`src/rtl/hzd_pkg.sv`:
```
package hzd_pkg;

    localparam int unsigned REG_W = 5;
    localparam int unsigned HIST  = 2;

    typedef struct packed {
        logic             wr;
        logic [REG_W-1:0] dst;
        logic             ld;
        logic             mul;
    } prod_t;

endpackage

```
`src/rtl/hzd_latency.sv`:
```
// Minimum producer-to-consumer issue spacing for one producer slot.
module hzd_latency #(
    parameter int unsigned MUL_EXTRA = 4,
    parameter int unsigned LAT_W     = 3
) (
    input  logic             prod_ld,
    input  logic             prod_mul,
    input  logic             store_data,
    input  logic             en_mx,
    input  logic             en_wx,
    input  logic             en_wm,
    output logic [LAT_W-1:0] lat
);

    always_comb begin
        int unsigned sp;
        // Baseline: writeback-to-execute forwarding shortens the spacing by one slot.
        sp = en_wx ? 2 : 3;
        if (!prod_mul && ((en_mx && !prod_ld) || (en_wm && store_data))) begin
            sp = 1;
        end
        // A multiply holds the execute stage for MUL_EXTRA more cycles.
        if (prod_mul) begin
            sp = sp + MUL_EXTRA;
        end
        lat = LAT_W'(sp);
    end

endmodule

```
`src/rtl/hzd_operand.sv`:
```
// Stall demanded by one source operand against the producer history.
module hzd_operand
    import hzd_pkg::*;
#(
    parameter int unsigned MUL_EXTRA = 4,
    parameter int unsigned LAT_W     = 3,
    parameter int unsigned STALL_W   = 3
) (
    input  logic [REG_W-1:0]   src,
    input  logic               store_data,
    input  prod_t [HIST-1:0]   hist,
    input  logic [STALL_W-1:0] prev_stall,
    input  logic               en_mx,
    input  logic               en_wx,
    input  logic               en_wm,
    output logic [STALL_W-1:0] stall
);

    logic [LAT_W-1:0] lat [HIST];

    generate
        for (genvar g = 0; g < int'(HIST); g++) begin : g_lat
            hzd_latency #(
                .MUL_EXTRA(MUL_EXTRA),
                .LAT_W    (LAT_W)
            ) u_lat (
                .prod_ld   (hist[g].ld),
                .prod_mul  (hist[g].mul),
                .store_data(store_data),
                .en_mx     (en_mx),
                .en_wx     (en_wx),
                .en_wm     (en_wm),
                .lat       (lat[g])
            );
        end
    endgenerate

    always_comb begin
        logic found;
        int   gap;
        int   need;
        found = 1'b0;
        gap   = 0;
        need  = 0;
        stall = '0;
        // Slot 0 is the newest producer; the first match shadows older ones.
        for (int g = 0; g < int'(HIST); g++) begin
            if (!found && (src != '0) && hist[g].wr && (hist[g].dst == src)) begin
                found = 1'b1;
                gap   = g + 1 + ((g > 0) ? int'(prev_stall) : 0);
                need  = int'(lat[g]) - gap;
                if (need > 0) begin
                    stall = STALL_W'(need);
                end
            end
        end
    end

endmodule

```
`src/rtl/hazard_cycle_counter.sv`:
```
module hazard_cycle_counter
    import hzd_pkg::*;
#(
    parameter  int unsigned CNT_W     = 32,
    parameter  int unsigned MUL_EXTRA = 4,
    localparam int unsigned LAT_W     = $clog2(MUL_EXTRA + 4),
    localparam int unsigned STALL_W   = LAT_W
) (
    input  logic               clk,
    input  logic               rst,
    input  logic               in_valid,
    input  logic [REG_W-1:0]   src_a,
    input  logic [REG_W-1:0]   src_b,
    input  logic [REG_W-1:0]   dst,
    input  logic               is_load,
    input  logic               is_store,
    input  logic               is_mul,
    input  logic               no_wb,
    input  logic               en_mx,
    input  logic               en_wx,
    input  logic               en_wm,
    output logic [CNT_W-1:0]   instr_count,
    output logic [CNT_W-1:0]   cycle_count,
    output logic [STALL_W-1:0] last_stall
);

    typedef struct packed {
        logic [CNT_W-1:0]   icnt;
        logic [CNT_W-1:0]   ccnt;
        logic [STALL_W-1:0] last;
        prod_t [HIST-1:0]   hist;
    } state_t;

    state_t st_d, st_q;

    logic [STALL_W-1:0] op_stall [2];
    logic [STALL_W-1:0] stall_now;

    generate
        for (genvar op = 0; op < 2; op++) begin : g_op
            logic [REG_W-1:0] op_src;
            logic             op_sdata;
            if (op == 0) begin : g_addr
                assign op_src   = src_a;
                assign op_sdata = 1'b0;
            end else begin : g_data
                assign op_src   = src_b;
                assign op_sdata = is_store;
            end
            hzd_operand #(
                .MUL_EXTRA(MUL_EXTRA),
                .LAT_W    (LAT_W),
                .STALL_W  (STALL_W)
            ) u_operand (
                .src       (op_src),
                .store_data(op_sdata),
                .hist      (st_q.hist),
                .prev_stall(st_q.last),
                .en_mx     (en_mx),
                .en_wx     (en_wx),
                .en_wm     (en_wm),
                .stall     (op_stall[op])
            );
        end
    endgenerate

    // Operand stalls overlap in time, so the larger one decides.
    assign stall_now = (op_stall[0] > op_stall[1]) ? op_stall[0] : op_stall[1];

    always_comb begin
        st_d = st_q;
        if (in_valid) begin
            st_d.icnt = st_q.icnt + CNT_W'(1);
            st_d.ccnt = st_q.ccnt + CNT_W'(1) + CNT_W'(stall_now);
            st_d.last = stall_now;
            for (int h = int'(HIST) - 1; h > 0; h--) begin
                st_d.hist[h] = st_q.hist[h-1];
            end
            st_d.hist[0].wr  = !no_wb && !is_store && (dst != '0);
            st_d.hist[0].dst = dst;
            st_d.hist[0].ld  = is_load;
            st_d.hist[0].mul = is_mul;
        end
    end

    always_ff @(posedge clk) begin
        if (rst) begin
            st_q <= '0;
        end else begin
            st_q <= st_d;
        end
    end

    assign instr_count = st_q.icnt;
    assign cycle_count = st_q.ccnt;
    assign last_stall  = st_q.last;

endmodule

```
`config.mk`:
```
export PLATFORM = sky130hd
export DESIGN_NAME = hazard_cycle_counter
export DESIGN_NICKNAME = d
export VERILOG_FILES = /design/src/rtl/hzd_pkg.sv /design/src/rtl/hzd_latency.sv /design/src/rtl/hzd_operand.sv /design/src/rtl/hazard_cycle_counter.sv
export SDC_FILE = /design/constraint.sdc
export NUM_CORES = 1
export LEC_CHECK = 0
export ABC_CLOCK_PERIOD_IN_PS = 14300
export BUFFER_PORTS_ARGS = -buffer_cell sky130_fd_sc_hd__buf_2
export CORE_MARGIN = 5
export CORE_UTILIZATION = 35
export CTS_BUF_LIST = sky130_fd_sc_hd__clkbuf_4 sky130_fd_sc_hd__clkbuf_8
export DETAILED_ROUTE_END_ITERATION = 8
export GPL_TIMING_DRIVEN = 0
export PLACE_DENSITY = 0.58
export REMOVE_ABC_BUFFERS = 1
export SYNTH_ARGS = -nofsm -noshare
export SYNTH_HDL_FRONTEND = slang
export SYNTH_SLANG_ARGS = --single-unit
```
`constraint.sdc`:
```
create_clock -name clk -period 14.3 [get_ports clk]
set_input_delay 4.29 -clock clk [delete_from_list [all_inputs] [get_ports clk]]
set_output_delay 4.29 -clock clk [all_outputs]
set_load 0.02 [all_outputs]
```
Word level (Yosys, flattened, before mapping)
Cells that the tools add are included.
- register bits after elaboration: 83
- bits of input ports: 25
- output and inout port bits: 67
- word-level logic and storage cells: 84
- add/subtract/negate cells: 12
- magnitude comparators: 5
- equal/unequal tests: 4
- mux-type cells: 20
- reduce and logical (&&, ||, !) cells: 32
- operators with widths (operator ; number):
    > comparator 32 x 1 -> 1 bit, second input constant ; 4
    adder 32 x 1 -> 32 bit, second input constant ; 2
    subtractor 4 x 32 -> 32 bit ; 2
    2-to-1 mux 3 bit ; 13
    adder 32 x 3 -> 32 bit ; 1
    == test 5 bit ; 4
    logical AND 1 bit ; 19
    nonzero test 5 bit ; 3
    zero test 1 bit ; 8
    2-to-1 mux 2 bit ; 4
    subtractor 3 x 1 -> 4 bit, second input constant ; 2
    adder 2 x 3 -> 3 bit, second input constant ; 2
    adder 3 bit, second input constant ; 2
    adder 2 x 3 -> 4 bit, first input constant ; 1
    > comparator 3 bit ; 1
    2-to-1 mux 1 bit ; 3
    logical OR 1 bit ; 2

Depth between registers and ports, before layout
- depth in word-level cells: 16
- gate-level depth with buffers: 29
- mapped depth without buffers: 28

By module
From an unflattened synthesis, not the netlist that was laid out.
- cell total of the unflattened synthesis: 645
- area, all modules: 5411.4 µm²
- by module, submodules not included (module ; instances ; cells an instance ; area an instance (µm²) ; seq. area each (µm²)):
    hazard_cycle_counter ; 1 ; 523 ; 4485.6 ; 1661.6
    hzd_operand ; 2 ; 51 ; 392.9 ; 0.0
    hzd_latency ; 4 ; 5 ; 35.0 ; 0.0

Least setup slack after synthesis
Ideal clock, no wire load.
- path kind: in2reg
- start point: in en_mx
- end point: reg st_q, in the netlist cycle_count[26]
- setup time: 70 ps
- arrival: 9117 ps
- required time: 14230 ps
- path slack: 5113 ps
- cell stages on the path: 26
- path buffers: 1
- path through: nand2b_1 > or2_2 > inv_1 > nor2_1 > ha_1 > nor2b_1 > o21ai_0 > nand2b_1 > ha_1 > nand2_1 > or4_1 > nor4_1 > a21o_1 > ha_1 > nor2b_1 > o21a_1 > or2_2 > a211o_1 > and2_1 > ha_1 > a21o_1 > nand2_1 > or3_4 > buf_6 > or4_1 > a21oi_1
- word-level cells in the longest chain between the ends: 15
- elaborated cells between the ends (all ways): 39
- those cells by class: 9 x add/sub; 5 x order compare; 17 x mux; 8 x reduce/logical
- RTL lines (element ; line ; text):
    start: declaration ; hazard_cycle_counter.sv:19 ; input logic en_mx,
    branches (longest 13 deep; another with subtractor 4 x 32 -> 32 bit) ; n/a ;
    2-to-1 mux 3 bit (*) ; hazard_cycle_counter.sv:68 ; assign stall_now = (op_stall[0] > op_stall[1]) ? op_stall[0] : op_stall[1];
    via stall_now[2] ; hazard_cycle_counter.sv:37 ; logic [STALL_W-1:0] stall_now;
    adder 32 x 3 -> 32 bit (*) ; hazard_cycle_counter.sv:74 ; st_d.ccnt = st_q.ccnt + CNT_W'(1) + CNT_W'(stall_now);
    end signal: assignment ; hazard_cycle_counter.sv:90 ; st_q <= st_d;
    end: declaration ; hazard_cycle_counter.sv:34 ; state_t st_d, st_q;
Mark *: on every way through the listed nets, which the timed path passes.
A chain may end at the register's enable or synchronous reset.

Worst setup path in the final report
- start point: in en_mx
- end point: reg st_q, in the netlist cycle_count[31]
The elaborated chain is that of the path after synthesis.

==> impl_results.md <==
* Initial antenna violation count at 0
* Mapped Area at about 4500 um2
* Routability congestion estimate at a little under 0.9
* Hold buffers post-CTS at 0
* Least-Margin Pin Slew at between 900 and 1000 ps
* First-pass GRT wire length at about 18000 um
* PwrDens at 81.63 nW/um2
* Status: finished clean
* Total track usage at 14.62%
* Crit share post-route at a little under 70%
* Clk_lat worst skew at 360 ps
* Worst r2r path cells at 25
* Worst reg2reg setup slack at 8180 ps
* Total congestion overflow at 0
* PortBufs at 91
* Final Non-Filler Cells at between 700 and 800
* CP max FO at 17
* Layout cells sized above 1 at a little under a fifth
* Arrival @ worst endpoint at approximately 10000 ps
* Critical Path Sink: cycle_count[31]
* Inserted Diodes at 0
* H-tree levels at 3
* Pin count of the biggest net entering global routing at 85
* Placed Instances at 762
* Starting density of the core at 35.53%
* Met1 Usage GRT at about 18%
* Post-CTS Setup Bufs at 0
* Count of yosys warnings during synthesis at 0
* Highest-count cells in the layout ignoring fill and taps: buf_2, dfxtp_1, nor2_1
* VDD IR max at ~0.042 mV
* Clk_skew at around 8.1 ps
* Iter 0 DRT Violations at 258
* # resized after CTS at 0
* Row cnt at approximately 40
* Via count at 4003
* GR peak layer: met2
* Vias in the first global route at between 3000 and 4000
* Final wirelength at 10750 um
* Placed Area at 5050 um2
* R2R Path Start: st_q[9]
* DR pass1 iterations at 4
* Worst Hold Class: reg -> reg
* Asr flop ratio synth at 0%
* DIE AREA at roughly 15000 um2
* Layout Nets at about 640
* Dpl hpwl at ~7800 um
* Crit end category: flip-flop
* Design Power at around 430 uW
* CP Launch Point: en_mx
* Met2 Use GR at between 20% and 30%
* Max Transition Viols Final at 0
* Post-synthesis instance total at 520
* Io pins at 92
* Clock transition at the registers of the reported paths at 80 ps
* RSZ-0062 raised after global routing: false
* Clock Sinks at 83
* Final-report hold violation count at 0
* Commonest non-fill, non-tap cell in the layout: buf_2
* Max Clk Rate at just over 100 MHz
* Met3 Use GR at 3.248%
* ANT nets after route at 0
* Mean Syn Cell Area at 8.588 um2
* Core Region at around 13000 um2
* Sequential fraction of the synthesis area at between 30% and 40%
* Post-synth EDFFs at 0
* Wire per inst at ~14 um
* Die height at approximately 120 um
* Final TNS setup at 0 ps
* Yosys reg bits at between 80 and 90
* Rel. slew slack at between 30% and 40%
* Crit path required time at around 15000 ps
* Minimum clock period at 9755 ps
* TritonCTS clock tree: yes
* R2R Path End: cycle_count[31]
* Max_cap viols at 0
* Clk root buf: clkbuf_8
* DRC at 0
* Leak Pwr at between 2 and 2.5 nW
* Area grow syn2layout at 16.81%
* Ys flop type: dfxtp_1
* Critical path launch point type: input pin
* DR vias/cell at just over 5
* Setup CP Type: in -> reg
* Total CTS buffers at 9
* Fillers at ~1300
* Post-route cell area at 5216 um2
* Die width at 123.0 um
* Synth unique cells at 51
* CTS Buffer Depth at 2
* Setup violations, final at 0
==> layout make-up <==
class	count	area, um2	area share, %
multi-input cells	393	2629	50.40
flip-flops and latches	83	1662	31.85
repair buffers	91	457.9	8.779
well taps	172	215.2	4.126
clock buffers	12	152.6	2.926
inverters	23	86.33	1.655
clock inverters	2	13.76	0.2639
==> critical path, cell delays in order <==
cell and delay (ps):
buf_2 90, nand2b_1 90, or2_2 300, inv_1 100
nor2_1 60, ha_1 210, nor2b_1 100, o21ai_0 80
nand2b_1 90, ha_1 140, nand2_1 60, or4_1 600
nor4_1 290, a21o_1 170, ha_1 230, nor2b_1 130
o21a_1 190, o21a_1 200, a311oi_1 360, nor2_1 160
ha_1 300, nor2b_1 120, o21ai_1 170, a2111o_1 690
nor4_1 430, mux2_1 350
==> sequential cells by signal, summed over array words and instances, names as in the netlist <==
name / count
st_q: 16
cycle_count: 32
last_stall: 3
instr_count: 32
==> layer usage <==
metal | routed length, um | up-vias | share of wire, %
met4 | 235 | 0 | 2.2
met5 | 0 | - | 0
li1 | - | 2010 | -
met2 | 4894 | 101 | 46
met3 | 682 | 16 | 6.3
met1 | 4934 | 1876 | 46
==> synth_stat cells, types with 4 or more instances <==
cell type	instances	area, um2
a21oi_1	25	125.1
ha_1	16	200.2
and2_1	4	25.02
nor4_1	21	131.4
nand2b_1	4	25.02
and4_1	9	78.83
or3_1	12	75.07
xnor2_1	49	429.2
and3_1	5	31.28
a21o_1	5	37.54
nor2_1	66	247.7
mux2i_1	17	170.2
o21ai_0	11	55.05
o21ai_1	5	25.02
dfxtp_1	83	1662
inv_1	22	82.58
or2_2	4	25.02
nand4_1	15	93.84
xor2_1	13	113.9
or4_1	11	82.58
o31ai_1	7	52.55
clkbuf_1	15	56.30
nand2_1	26	97.59
a211oi_1	7	52.55
nor2b_1	5	31.28
nand3_1	16	80.08
nor3_1	10	50.05
==> per-stage QoR <==
stage                     utilization [%]  setup slack (ps)  hold slack, ps
final                               41.50              4545           488.0
after global routing                41.50              4166           530.1
after CTS                           41.50              4569           499.6
after detailed placement            40.18              4201           479.9
after global placement              40.16              4325           464.6
after floorplan                         -              5014           451.1
==> worst min path at each step <==
| stage | cells after the start | endpoint | start | slack [ps] |
|---|---|---|---|---|
| finish | 2 | st_q[9] | st_q[9] | 490 |
| global route | 2 | instr_count[27] | instr_count[27] | 530 |
| CTS | 2 | st_q[9] | st_q[9] | 500 |
| detailed placement | 2 | st_q[9] | st_q[9] | 480 |
| global placement | 2 | st_q[9] | st_q[9] | 460 |
| floorplan | 2 | st_q[9] | st_q[9] | 450 |
==> power breakdown <==
part	internal, mW	switching (mW)	leakage (nW)
Combinational	0.0147	0.0206	1.31
Sequential	0.234	0.00411	0.671
Clock	0.0699	0.0822	0.0891
==> logic make-up (layout without fill, tap and decap cells) <==
kind of cell,after synthesis,in the layout,share of synthesized area (%)
adder cells (fa/ha/maj),18,18,5.380
flip-flops,83,83,37.21
multiplexers,18,18,4.063
XOR/XNOR,62,62,12.16
buffers and inverters,44,128,3.922
AND/OR/NAND/NOR,216,216,25.92
AO/OA/AOI/OAI,79,79,11.35
Note: power is estimated with default switching activity, not from simulation.
